--- config.mk ---
export PLATFORM = sky130hd
export DESIGN_NAME = rmii_tx_serializer
export DESIGN_NICKNAME = d
export VERILOG_FILES = /design/src/rtl/rmii_tx_serializer.sv
export SDC_FILE = /design/constraint.sdc
export NUM_CORES = 1
export LEC_CHECK = 0
export BUFFER_PORTS_ARGS = -buffer_cell sky130_fd_sc_hd__buf_2
export CAP_MARGIN = 20
export CORE_MARGIN = 2
export CORE_UTILIZATION = 52
export CTS_CLUSTER_SIZE = 24
export DETAILED_ROUTE_END_ITERATION = 6
export PLACE_DENSITY = 0.75
export SETUP_SLACK_MARGIN = 0.2
export SYNTH_ARGS = -nofsm -noshare
export SYNTH_HDL_FRONTEND = slang
export SYNTH_SLANG_ARGS = --single-unit
--- constraint.sdc ---
create_clock -name clk -period 1.6 [get_ports clk]
set_input_delay 0.48 -clock clk [delete_from_list [all_inputs] [get_ports clk]]
set_output_delay 0.48 -clock clk [all_outputs]
set_load 0.01 [all_outputs]
--- src/rtl/rmii_tx_serializer.sv ---
module rmii_tx_serializer #(
  parameter int PRE_BYTES = 7,
  parameter int IPG_CLKS  = 48
) (
  input  logic       clk,
  input  logic       rst_n,
  input  logic [7:0] s_data,
  input  logic       s_valid,
  input  logic       s_last,
  output logic       s_ready,
  input  logic       full_duplex,
  input  logic       crs_dv,
  output logic       tx_en,
  output logic [1:0] txd,
  output logic       collision,
  output logic       underrun
);
  localparam int BW = $clog2(PRE_BYTES + 1);
  localparam int GW = $clog2(IPG_CLKS + 1);
  localparam logic [BW-1:0] SFD_IDX = BW'(PRE_BYTES);
  localparam logic [BW-1:0] LAST_PRE = BW'(PRE_BYTES - 1);
  localparam logic [GW-1:0] GAP_END = GW'(IPG_CLKS - 1);

  typedef enum logic [1:0] {IDLE, PRE, DATA, GAP} st_t;

  st_t st;
  logic [7:0] sh;
  logic [1:0] sym;
  logic [BW-1:0] bidx;
  logic [GW-1:0] gcnt;
  logic last_q, starve, urun;

  wire sym_end = (sym == 2'd3);
  wire pre_end = (st == PRE) && sym_end && (bidx == SFD_IDX);

  assign s_ready   = pre_end || ((st == DATA) && (starve || (sym_end && !last_q)));
  assign tx_en     = (st == PRE) || (st == DATA);
  assign txd       = (tx_en && !starve) ? sh[1:0] : 2'b00;
  assign collision = !full_duplex && tx_en && crs_dv;
  assign underrun  = urun;

  always_ff @(posedge clk) begin
    if (!rst_n) begin
      st <= IDLE; sh <= '0; sym <= '0; bidx <= '0; gcnt <= '0;
      last_q <= 1'b0; starve <= 1'b0; urun <= 1'b0;
    end else begin
      case (st)
        IDLE: if (s_valid) begin
          st <= PRE; sh <= 8'h55; sym <= '0; bidx <= '0;
        end
        PRE: begin
          sym <= sym + 2'd1;
          sh  <= sh >> 2;
          if (sym_end) begin
            if (bidx == SFD_IDX) begin
              st <= DATA;
              if (s_valid) begin
                sh <= s_data; last_q <= s_last;
              end else begin
                starve <= 1'b1; urun <= 1'b1;
              end
            end else begin
              bidx <= bidx + 1'b1;
              sh   <= (bidx == LAST_PRE) ? 8'hD5 : 8'h55;
            end
          end
        end
        DATA: begin
          if (starve) begin
            if (s_valid) begin
              sh <= s_data; last_q <= s_last; starve <= 1'b0; sym <= '0;
            end
          end else begin
            sym <= sym + 2'd1;
            sh  <= sh >> 2;
            if (sym_end) begin
              if (last_q) begin
                st <= GAP; gcnt <= '0; last_q <= 1'b0;
              end else if (s_valid) begin
                sh <= s_data; last_q <= s_last;
              end else begin
                starve <= 1'b1; urun <= 1'b1;
              end
            end
          end
        end
        GAP: begin
          gcnt <= gcnt + 1'b1;
          if (gcnt == GAP_END) st <= IDLE;
        end
        default: st <= IDLE;
      endcase
    end
  end
endmodule


======== Word-level counts from Yosys, hierarchy flattened ========
Cells that the tools add are included.
word-level totals
  flip-flop bits (word level) ............. 24
  latch bits .............................. 0
  bits in writable memories ............... 0
  memory bits (read-only) ................. 0
  input port bits ......................... 14
  output and inout bits ................... 6
  logic and storage cells ................. 108
  memories ................................ 0
operators by class
  add/subtract/negate cells ............... 3
  multipliers ............................. 0
  divide/modulo/power cells ............... 0
  order comparisons ....................... 0
  equal/unequal tests ..................... 19
  shift operators ......................... 0
  mux-type cells .......................... 53
  bitwise gates (word level) .............. 0
  reduce and logical (&&, ||, !) cells .... 25
operators with widths
  cell                 number
  $mux 8               9
  $pmux 8 s3           1
  $mux 1               20
  $mux 2               10
  $mux 6               3
  $ne 2x2->1 const B   9
  $reduce_and 4->1     4
  $pmux 6 s2           1
  $mux 3               3
  $pmux 2 s4           1
  $logic_and 1x1->1    7
  $reduce_and 7->1     1
  $add 6x1->6 const B  1
  $eq 2x2->1 const B   3
  $eq 3x3->1 const B   2
  $eq 6x6->1 const B   1
  $ne 3x3->1 const B   2
  $pmux 1 s2           3
  $pmux 2 s3           1
  $pmux 3 s2           1
  $reduce_and 6->1     1
  $reduce_bool 2->1    3
  $add 3x1->3 const B  1
  $logic_not 1->1      3
  other kinds (7)      9

======== Depth between registers and ports, before layout ========
Gate-level depths: netlist of the first run.
  depth after elaboration ................. 5
  depth in mapped cells ................... 8
  depth with buffers taken out ............ 6

======== Least setup slack after synthesis of the first run ========
OpenSTA, ideal clock, no wires.
  kind .................................... reg2reg
  start ................................... register st[0]
  end ..................................... register sh[3]
  library setup time ...................... 0.063 ns
  data arrival time ....................... 1.635 ns
  data required time ...................... 1.537 ns
  path slack .............................. -0.098 ns
  stages on the path, launching flop included .. 8
  buffers on the path ..................... 1
  clock period less this slack ............ 1.698 ns
  path through ............................ dfxtp_1 inv_1 ha_1 buf_6 a21o_1 a21o_1 a2111o_1 nand3_1
on the way
  longest elaborated chain between the ends .. 3
  elaborated cells between the ends (all ways) .. 8
  those cells by class .................... eq/ne (4); mux (1); reduce/logical (3)
RTL lines
  what                                                 line  source
  from (decl)                                          26    st_t st;
  from (signal assigned)                               44    st <= IDLE; sh <= '0; sym <= '0; bidx <= '0; gcnt <= '0;
  from (signal assigned)                               49    st <= PRE; sh <= 8'h55; sym <= '0; bidx <= '0;
  from (signal assigned)                               56    st <= DATA;
  $eq 2x2->1 (tied with other cells)                   47    case (st)
  $ne 3x3->1 (no source line) (tied with other cells)  n/a
  $reduce_and 3->1 (no source line)                    n/a
  to (signal assigned)                                 53    sh <= sh >> 2;
  to (signal assigned)                                 58    sh <= s_data; last_q <= s_last;
  to (signal assigned)                                 64    sh <= (bidx == LAST_PRE) ? 8'hD5 : 8'h55;
  to (decl)                                            27    logic [7:0] sh;
Parallel ways exist; a longest one is shown, timed or not.
A chain may end at the register's enable or synchronous reset.

======== Final worst setup path of the first run ========
  start ................................... register st[0]
  end ..................................... output port txd[1]
on the way
  longest elaborated chain between the ends .. 4
  elaborated cells between the ends (all ways) .. 5
  those cells by class .................... eq/ne (2); mux (1); reduce/logical (2)
RTL lines
  what                                      line  source
  $eq 2x1->1 or $eq 2x2->1 (tied branches)  37    assign tx_en = (st == PRE) || (st == DATA);
  $logic_or 1x1->1 (*)                      37
  $logic_and 1x1->1 (*)                     38    assign txd = (tx_en && !starve) ? sh[1:0] : 2'b00;
  $mux 2 (*)                                38
  to (decl)                                 14    output logic [1:0] txd,
Every way passes the cells marked *; elsewhere a longest branch is shown, timed or not.

==> results.py, run 1 <==
metrics = {
    "status": {
        "status": "complete, but fails checks",
        "violations": "negative setup slack",
    },
    "die": {
        "start_util_pct": 54.6,
        "io_pins": 20,
        "die_h_um": 60.6,
        "dieWidth_um": 60.6,
        "rows": 20,
        "core_area_um2": 3050,
        "dieArea_um2": 3670,
    },
    "drt": {
        "met2_length_mm": 2.77,
        "detail_route.wl_per_cell_um": 19.8,
        "wl_met3_um": 553,
        "ant_nets": 0,
        "vias_per_cell": 6.41,
        "first_iter_violations": 236,
        "route.detailed.drc": 0,
        "wl_met1_mm": 2.43,
        "vias": 1930,
        "first_pass_iters": 5,
        "top_layer": "met4",
        "wirelength_mm": 5.95,
    },
    "sta": {
        "finalCritPeriodShare_pct": 117,
        "finalSetupTns_ns": -2.71,
        "finClkSkew_ns": 0.00172,
        "setup_viol": 25,
        "min_period_ns": 1.87,
        "rsz0062_at_grt": "yes",
        "slew_headroom_pct": 76.7,
        "fin_ws_ns": -0.267,
        "tightest_slew_ns": 0.348,
        "fmax_mhz": 536,
        "slew_viol_final": 0,
        "final-hold-violation-count": 0,
        "hold_slack_ns": 0.493,
    },
    "synthesis": {
        "synth_most_common_cell": "dfxtp_1",
        "synth_area_leader_cell": "dfxtp_1",
        "synth_edf_count": 0,
        "syn_area_um2": 1670,
        "yosysWarnings": 0,
        "synth_simple_gate_area_share_pct": 24.4,
        "synth_ff_type": "dfxtp_1",
        "syn-num-nets": 235,
        "synth-seq-area-share_pct": 28.8,
        "synth_compound_area_share_pct": 26.0,
        "synthDistinctLibCells": 42,
        "ys_ff_latch": 24,
        "synthAdderAreaFrac_pct": 9.76,
        "synth_xor_area_share_pct": 2.63,
        "synth.avg_cell_area_um2": 8.01,
        "synth_top_family_by_area": "compound AO/OA/AOI/OAI gates",
        "netlist.area_leader.share_pct": 28.8,
        "synthMuxAreaShare_pct": 3.00,
        "synth-async-reset-ratio_pct": 0,
        "yosys-top-cells-count": "dfxtp_1 (24), o21ai_0 (19), nand2_1 (18)",
        "ys_top_cells_by_area": "dfxtp_1 (29%), ha_1 (9.8%), o21ai_0 (5.7%)",
        "syn_inst": 208,
    },
    "global_route": {
        "grt_overflow_total": 0,
        "grt_pass1_vias": 1793,
        "grt_max_degree": 21,
        "grt_pass1_wl_mm": 8.27,
        "antenna_found_initial": 0,
        "grt_usage_pct": 29.3,
    },
    "clock_network": {
        "h-tree-depth": 1,
        "cts_tree": "done",
        "clockBufferDepth": 2,
        "clk_pin_slew_ns": 0.16,
        "cts-root-buf": "clkbuf_4",
        "cts_sinks": 24,
        "cts-hold-fix-buffers": 0,
        "cts_buffers": 3,
        "clk-insertion-delay-late_ns": 0.33,
    },
    "critical_path": {
        "path_class": "reg -> out",
        "start_kind": "flop",
        "r2r_cells": 9,
        "r2r-start": "st[1]",
        "cp.required_ns": 1.12,
        "reg2reg_to": "sh[6]",
        "crit_fanout": 8,
        "r2r_setup_slack_ns": -0.16,
        "worst_ep_arrival_time_ns": 1.39,
        "worstSetupEndpointType": "output port",
    },
    "power": {
        "power_density_nw_per_um2": 1300,
        "combPwrFrac_pct": 61.3,
        "p_leak_uw": 0.000982,
        "clkPwrFrac_pct": 14.6,
        "seq_power_share_pct": 24.1,
        "swShare_pct": 39.3,
        "vdd_ir_drop_max_uv": 704,
        "p_int_uw": 1970,
        "p_sw_uw": 1280,
    },
    "min_path": {
        "worst_hold_path.num_cells": 3,
        "hold_start": "rst_n",
        "hold_path_end": "st[1]",
        "hp-class": "in -> reg",
    },
    "place": {
        "place_inst": 271,
        "place_congestion": 0.879,
        "pre_cts_slack_ns": -0.00283,
        "placed_cell_area_um2": 1970,
        "io_buffers": 19,
        "dp_hpwl_mm": 3.02,
    },
    "layout": {
        "synthToLayoutAreaGrowth_pct": 49.7,
        "nNetsFinal": 285,
        "n_antenna_cell": 0,
        "stdcell_area_um2": 2490,
        "fillers": 191,
        "stdcell_count": 301,
        "layout-drive-gt1-share_pct": 43.6,
    },
    "run": {
        "drv_cap": 0,
    },
}
worst max path at each step:
stage            from         to  slack [ns]  cells past startpoint
2_1_floorplan   st[0]     sym[0]        0.11                      7
5_1_grt         st[1]  collision       -0.31                      4
3_3_place_gp   sym[0]    s_ready        0.07                      4
6_report        st[0]     txd[1]       -0.27                      4
3_5_place_dp    st[0]     sym[0]      -0.003                      6
4_1_cts         st[0]     txd[1]       -0.23                      4
layout make-up:
class	instances	area, um2	share of cell area, %
well taps	44	55.1	2.21
inverters	10	45.0	1.81
multi-input cells	164	1410	56.6
clock inverters	1	30.0	1.20
repair buffers	55	434	17.4
clock buffers	3	22.5	0.903
flip-flops and latches	24	497	19.9
power by group through the flow:
stage | clock, uW | combinational [uW] | sequential, uW
finish | 473 | 1990 | 781
global route | 496 | 2060 | 792
CTS | 459 | 1570 | 765
detailed placement | 0 | 1060 | 796
global placement | 0 | 1040 | 785
floorplan | 0 | 813 | 772
logic make-up (layout without fill, tap and decap cells):
logic type	after synthesis	in the layout
AND/OR/NAND/NOR	75	75
AO/OA/AOI/OAI	66	66
flip-flops	24	24
buffers and inverters	20	69
adder cells (fa/ha/maj)	13	13
XOR/XNOR	5	5
multiplexers	5	5
through the flow:
stage / util, % / total power (uW)
floorplan: - / 1580
global placement: 64.4 / 1820
detailed placement: 64.4 / 1850
CTS: 76.3 / 2800
global route: 81.7 / 3350
finish: 81.7 / 3240
layer usage:
layer | vias up | global-route usage, %
li1 | 859 | -
met1 | 891 | 40.1
met2 | 151 | 46.7
met3 | 29 | 4.90
met4 | 0 | 10.6
met5 | - | 0
cells in the final DEF (no fill, tap or decap), types with 4 or more instances in the layout:
cell,n
ha_4,8
dfxtp_1,17
nand2_1,15
inv_1,8
a21oi_1,9
nand3_1,13
dfxtp_2,4
a31oi_1,6
nor2b_1,6
buf_6,9
ha_1,4
buf_4,28
mux2i_1,5
o21ai_0,15
xnor2_1,5
nor2_1,9
buf_2,16
and3_1,5
critical path, stage by stage (launching register included):
cell and delay, ns:
dfxtp_4 0.40, inv_4 0.05, ha_4 0.32, and3_4 0.19
buf_6 0.09
flip-flops by register name (all words and copies together), names as in the netlist:
name and flops:
starve 1, underrun 1, last_q 1, bidx 3, gcnt 6, sym 2
st 2, sh 8
repair_timing:
action / 4_1_cts / 5_1_grt
endpoints found under the setup margin: 28 / 29
pin swaps: 13 / 16
buffers inserted: 19 / 6
resized for setup: 33 / 29
gates cloned: 1 / 0
Power figures use the tool's default switching activity.
==> run 2, diff against run 1 <==
TNS_END_PERCENT = 50   (was unset)
==> results.py, run 2 (synthesis results as in run 1) <==
metrics = {
    "critical_path": {
        "worst_ep_arrival_time_ns": 1.34,
        "cp.required_ns": 1.12,
        "r2r-start": "st[1]",
        "start_kind": "flop",
        "crit_fanout": 5,
        "worstSetupEndpointType": "output port",
        "r2r_cells": 9,
        "path_class": "reg -> out",
        "r2r_setup_slack_ns": -0.16,
        "reg2reg_to": "st[1]",
    },
    "global_route": {
        "grt_overflow_total": 0,
        "grt_usage_pct": 26.2,
        "grt_max_degree": 21,
        "grt_pass1_vias": 1630,
        "grt_pass1_wl_mm": 7.29,
        "antenna_found_initial": 0,
    },
    "power": {
        "vdd_ir_drop_max_uv": 630,
        "combPwrFrac_pct": 57.9,
        "swShare_pct": 37.9,
        "seq_power_share_pct": 26.6,
        "power_density_nw_per_um2": 1210,
        "p_int_uw": 1820,
        "clkPwrFrac_pct": 15.5,
        "p_leak_uw": 0.000946,
        "p_sw_uw": 1110,
    },
    "layout": {
        "top_regs": "sh x8, gcnt x6, bidx x3",
        "largest_register_ffs": 8,
        "nNetsFinal": 278,
        "stdcell_area_um2": 2420,
        "layout_common_cells": "buf_4 (21), dfxtp_1 (17), buf_2 (16)",
        "n_antenna_cell": 0,
        "synthToLayoutAreaGrowth_pct": 45.0,
        "top_register": "sh",
        "layout-drive-gt1-share_pct": 40.8,
        "final_common_cell": "buf_4",
    },
    "die": {
        "rows": 20,
        "die_h_um": 60.6,
        "core_area_um2": 3050,
        "dieArea_um2": 3670,
        "io_pins": 20,
        "dieWidth_um": 60.6,
        "start_util_pct": 54.6,
    },
    "clock_network": {
        "cts-root-buf": "clkbuf_4",
        "cts_tree": "done",
        "h-tree-depth": 1,
        "cts_buffers": 3,
        "clockBufferDepth": 2,
        "cts-hold-fix-buffers": 0,
        "cts_sinks": 24,
        "clk_pin_slew_ns": 0.14,
        "clk-insertion-delay-late_ns": 0.32,
    },
    "place": {
        "pre_cts_slack_ns": 0.0281,
        "dp_hpwl_mm": 3.11,
        "placed_cell_area_um2": 1960,
        "io_buffers": 19,
        "place_congestion": 0.846,
    },
    "sta": {
        "setup_viol": 17,
        "finClkSkew_ns": 0.00148,
        "slew_viol_final": 0,
        "slew_headroom_pct": 78.7,
        "fmax_mhz": 549,
        "final-hold-violation-count": 0,
        "min_period_ns": 1.82,
        "finalCritPeriodShare_pct": 114,
        "rsz0062_at_grt": "yes",
        "fin_ws_ns": -0.220,
        "tightest_slew_ns": 0.319,
    },
    "status": {
        "violations": "negative setup slack",
        "status": "complete, but fails checks",
    },
    "min_path": {
        "hold_path_end": "sh[6]",
        "worst_hold_path.num_cells": 3,
        "hp-class": "in -> reg",
        "hold_start": "s_data[6]",
    },
    "drt": {
        "detail_route.wl_per_cell_um": 17.0,
        "route.detailed.drc": 0,
        "first_pass_iters": 4,
        "wirelength_mm": 4.99,
        "vias": 1782,
        "vias_per_cell": 6.06,
        "first_iter_violations": 128,
        "ant_nets": 0,
    },
    "run": {
        "drv_cap": 0,
    },
}
run 2: cell types whose count changed in the layout (fill, tap and decap cells not counted), moves of 2 or more:
cell and delta:
buf_4 -7, ha_4 +2, nand2_1 -2, nand2_4 +2, nor2_4 -2, nor2b_1 +2, nor2b_4 -2, o21ai_0 -2
o21ai_1 +4, o21ai_2 -2
run 2: critical path, stage by stage, from the launching register on:
cell	delay, ns
dfxtp_4	0.41
inv_4	0.05
ha_4	0.29
and3b_1	0.15
buf_2	0.12
run 2: power groups by stage:
stage / logic [uW] / clock network (uW) / registers (uW)
2_1_floorplan: 780 / 0 / 773
3_3_place_gp: 1020 / 0 / 789
3_5_place_dp: 1040 / 0 / 797
4_1_cts: 1360 / 463 / 773
5_1_grt: 1790 / 474 / 787
6_report: 1700 / 455 / 780
run 2: what timing repair did:
action,CTS,global route
setup buffers,13,5
pin swaps,13,30
cloned,0,1
setup endpoints to repair,28,29
resized for setup,31,28
run 2: layout make-up:
cell class | instances | area [um2]
inverters | 10 | 42.5
well taps | 44 | 55.1
clock buffers | 3 | 22.5
multi-input cells | 164 | 1390
fillers | 194 | 637
repair buffers | 48 | 383
flip-flops and latches | 24 | 494
clock inverters | 1 | 30.0
run 2: worst max-delay path by stage:
stage	startpoint	endpoint	slack, ns	cells past startpoint
after floorplan	st[0]	sym[0]	0.11	7
after global placement	st[0]	txd[1]	0.08	4
after detailed placement	s_valid	sh[5]	0.03	5
after CTS	st[1]	txd[1]	-0.23	4
after global routing	st[1]	collision	-0.27	4
final	st[1]	collision	-0.22	4
run 2: metal layers:
layer / global-route usage (%) / wire length, um
met5: 0 / 0
met3: 3.62 / 333
met2: 44.4 / 2490
met4: 7.76 / 82
met1: 34.7 / 2080
run 2: per-stage QoR:
step / util [%] / TNS (ns) / std cells / total power [uW] / hold WS, ns
after CTS: 73.3 / -1.14 / 288 / 2600 / 0.437
final: 79.1 / -1.74 / 294 / 2930 / 0.427
after global placement: 64.1 / 0 / 271 / 1810 / 0.470
after global routing: 79.1 / -2.68 / 294 / 3050 / 0.438
after floorplan: - / 0 / 208 / 1550 / 0.460
after detailed placement: 64.1 / 0 / 271 / 1840 / 0.482
==> run 3, diff against run 2 <==
CORE_UTILIZATION = 50   (was 52)
PLACE_DENSITY = 0.73   (was 0.75)
==> results.py, run 3 (synthesis results as in run 1) <==
metrics = {
    "status": {
        "status": "complete, but fails checks",
        "violations": "negative setup slack",
    },
    "sta": {
        "tightest_slew_ns": 0.325,
        "final-hold-violation-count": 0,
        "slew_headroom_pct": 78.3,
        "fmax_mhz": 536,
        "finalCritPeriodShare_pct": 117,
        "fin_ws_ns": -0.265,
        "hold_slack_ns": 0.434,
        "rsz0062_at_grt": "yes",
        "finClkSkew_ns": 0.00791,
        "min_period_ns": 1.87,
        "slew_viol_final": 0,
        "setup_viol": 21,
    },
    "clock_network": {
        "clk-insertion-delay-late_ns": 0.34,
        "cts_tree": "done",
        "cts_sinks": 24,
        "h-tree-depth": 1,
        "cts-root-buf": "clkbuf_4",
        "clockBufferDepth": 2,
        "cts_buffers": 3,
        "clk_pin_slew_ns": 0.15,
    },
    "min_path": {
        "hp-class": "in -> reg",
    },
    "critical_path": {
        "cp.required_ns": 1.85,
        "crit_slowest_cell": "or4b_1",
        "path_class": "reg -> reg",
        "worstSetupEndpointType": "flop",
        "worstPathCellList": "buf_4 -> ha_4 -> buf_8 -> and2b_2 -> nor2_1 -> or4b_1 -> a21boi_1",
        "slowest_delay_ns": 0.52,
        "start_kind": "flop",
        "worst_ep_arrival_time_ns": 2.12,
        "crit_fanout": 6,
    },
    "layout": {
        "top_regs": "sh x8, gcnt x6, bidx x3",
        "stdcell_count": 297,
        "top_register": "sh",
        "layout_common_cells": "buf_4 (25), nand2_1 (17), o21ai_0 (16), dfxtp_1 (16), buf_2 (16)",
        "synthToLayoutAreaGrowth_pct": 41.1,
        "fin_util_pct": 75.8,
        "largest_register_ffs": 8,
        "nNetsFinal": 281,
        "layout-drive-gt1-share_pct": 37.9,
        "final_common_cell": "buf_4",
        "n_antenna_cell": 0,
    },
    "die": {
        "core_area_um2": 3100,
        "dieWidth_um": 61.7,
        "die_h_um": 61.7,
        "rows": 20,
        "dieArea_um2": 3810,
        "start_util_pct": 53.7,
        "io_pins": 20,
    },
    "drt": {
        "first_pass_iters": 5,
        "detail_route.wl_per_cell_um": 17.8,
        "first_iter_violations": 201,
        "ant_nets": 0,
        "route.detailed.drc": 0,
        "vias": 1805,
        "vias_per_cell": 6.08,
        "wirelength_mm": 5.29,
    },
    "run": {
        "drv_cap": 0,
    },
    "power": {
        "p_leak_uw": 0.000933,
        "power_density_nw_per_um2": 1190,
        "vdd_ir_drop_max_uv": 600,
    },
    "place": {
        "dp_hpwl_mm": 3.14,
        "place_inst": 271,
        "io_buffers": 19,
        "place_congestion": 0.886,
    },
    "global_route": {
        "grt_pass1_vias": 1708,
        "grt_pass1_wl_mm": 7.91,
        "antenna_found_initial": 0,
        "grt_usage_pct": 28.2,
        "grt_overflow_total": 0,
        "grt_max_degree": 21,
    },
}
## run 3: cell types whose count changed in the layout (fill, tap and decap cells not counted), sizes merged
| cell | before | now |
|---|---|---|
| bufinv | 1 | 0 |
| buf | 47 | 51 |
| clkinv | 0 | 1 |
| clkbuf | 4 | 3 |
## run 3: timing repair
item	4_1_cts	5_1_grt
hold endpoints to repair	0	0
gates resized for setup	30	17
pin swaps	13	11
endpoints found under the setup margin	28	29
gates cloned	1	0
buffers inserted	16	5
hold buffers	0	0
## run 3: through the flow
stage	TNS, ns	setup slack [ns]	cell area, um2	total power (uW)
floorplan	0	0.110	1780	1550
global placement	0	0.0697	1960	1820
detailed placement	-0.00617	-0.00617	1960	1850
CTS	-1.47	-0.232	2250	2600
global route	-3.44	-0.298	2350	2940
finish	-2.07	-0.265	2350	2800
## run 3: final cells by class
type	instances	area (um2)
Timing Repair Buffer	51	409
Clock inverter	1	3.75
Inverter	10	42.5
Clock buffer	3	22.5
Sequential cell	24	498
Tap cell	44	55.1
Multi-Input combinational cell	164	1320
Fill cell	229	751
## run 3: critical path: cells and delay by family, from the launching register on
family	cells	cell delay, ns
adder cells (fa/ha/maj)	1	0.15
buffers and inverters	2	0.25
AO/OA/AOI/OAI	1	0.21
AND/OR/NAND/NOR	3	0.78
flip-flops	1	0.40
## run 3: worst paths after layout
check        slack, ns  startpoint  depth (start not counted)  endpoint
max reg2reg      -0.27       st[1]                          7    sym[0]
min reg2reg       0.50       sh[1]                          2     sh[1]
min               0.43   s_data[6]                          3     sh[6]
max              -0.27       st[1]                          7    sym[0]
## run 3: metal layers
| layer | track usage, % | part of all wire, % |
|---|---|---|
| met2 | 48.4 | 48 |
| met4 | 9.73 | 4.1 |
| met1 | 36.3 | 40 |
| met3 | 3.73 | 7.4 |
| met5 | 0 | 0 |
## run 3: where the power goes
| group | leakage, uW | internal [uW] | switching, uW |
|---|---|---|---|
| registers | 0.000200 | 694 | 87.7 |
| clock network | 0.0000154 | 91.9 | 208 |
| logic | 0.000718 | 906 | 815 |
| total | 0.000933 | 1690 | 1110 |
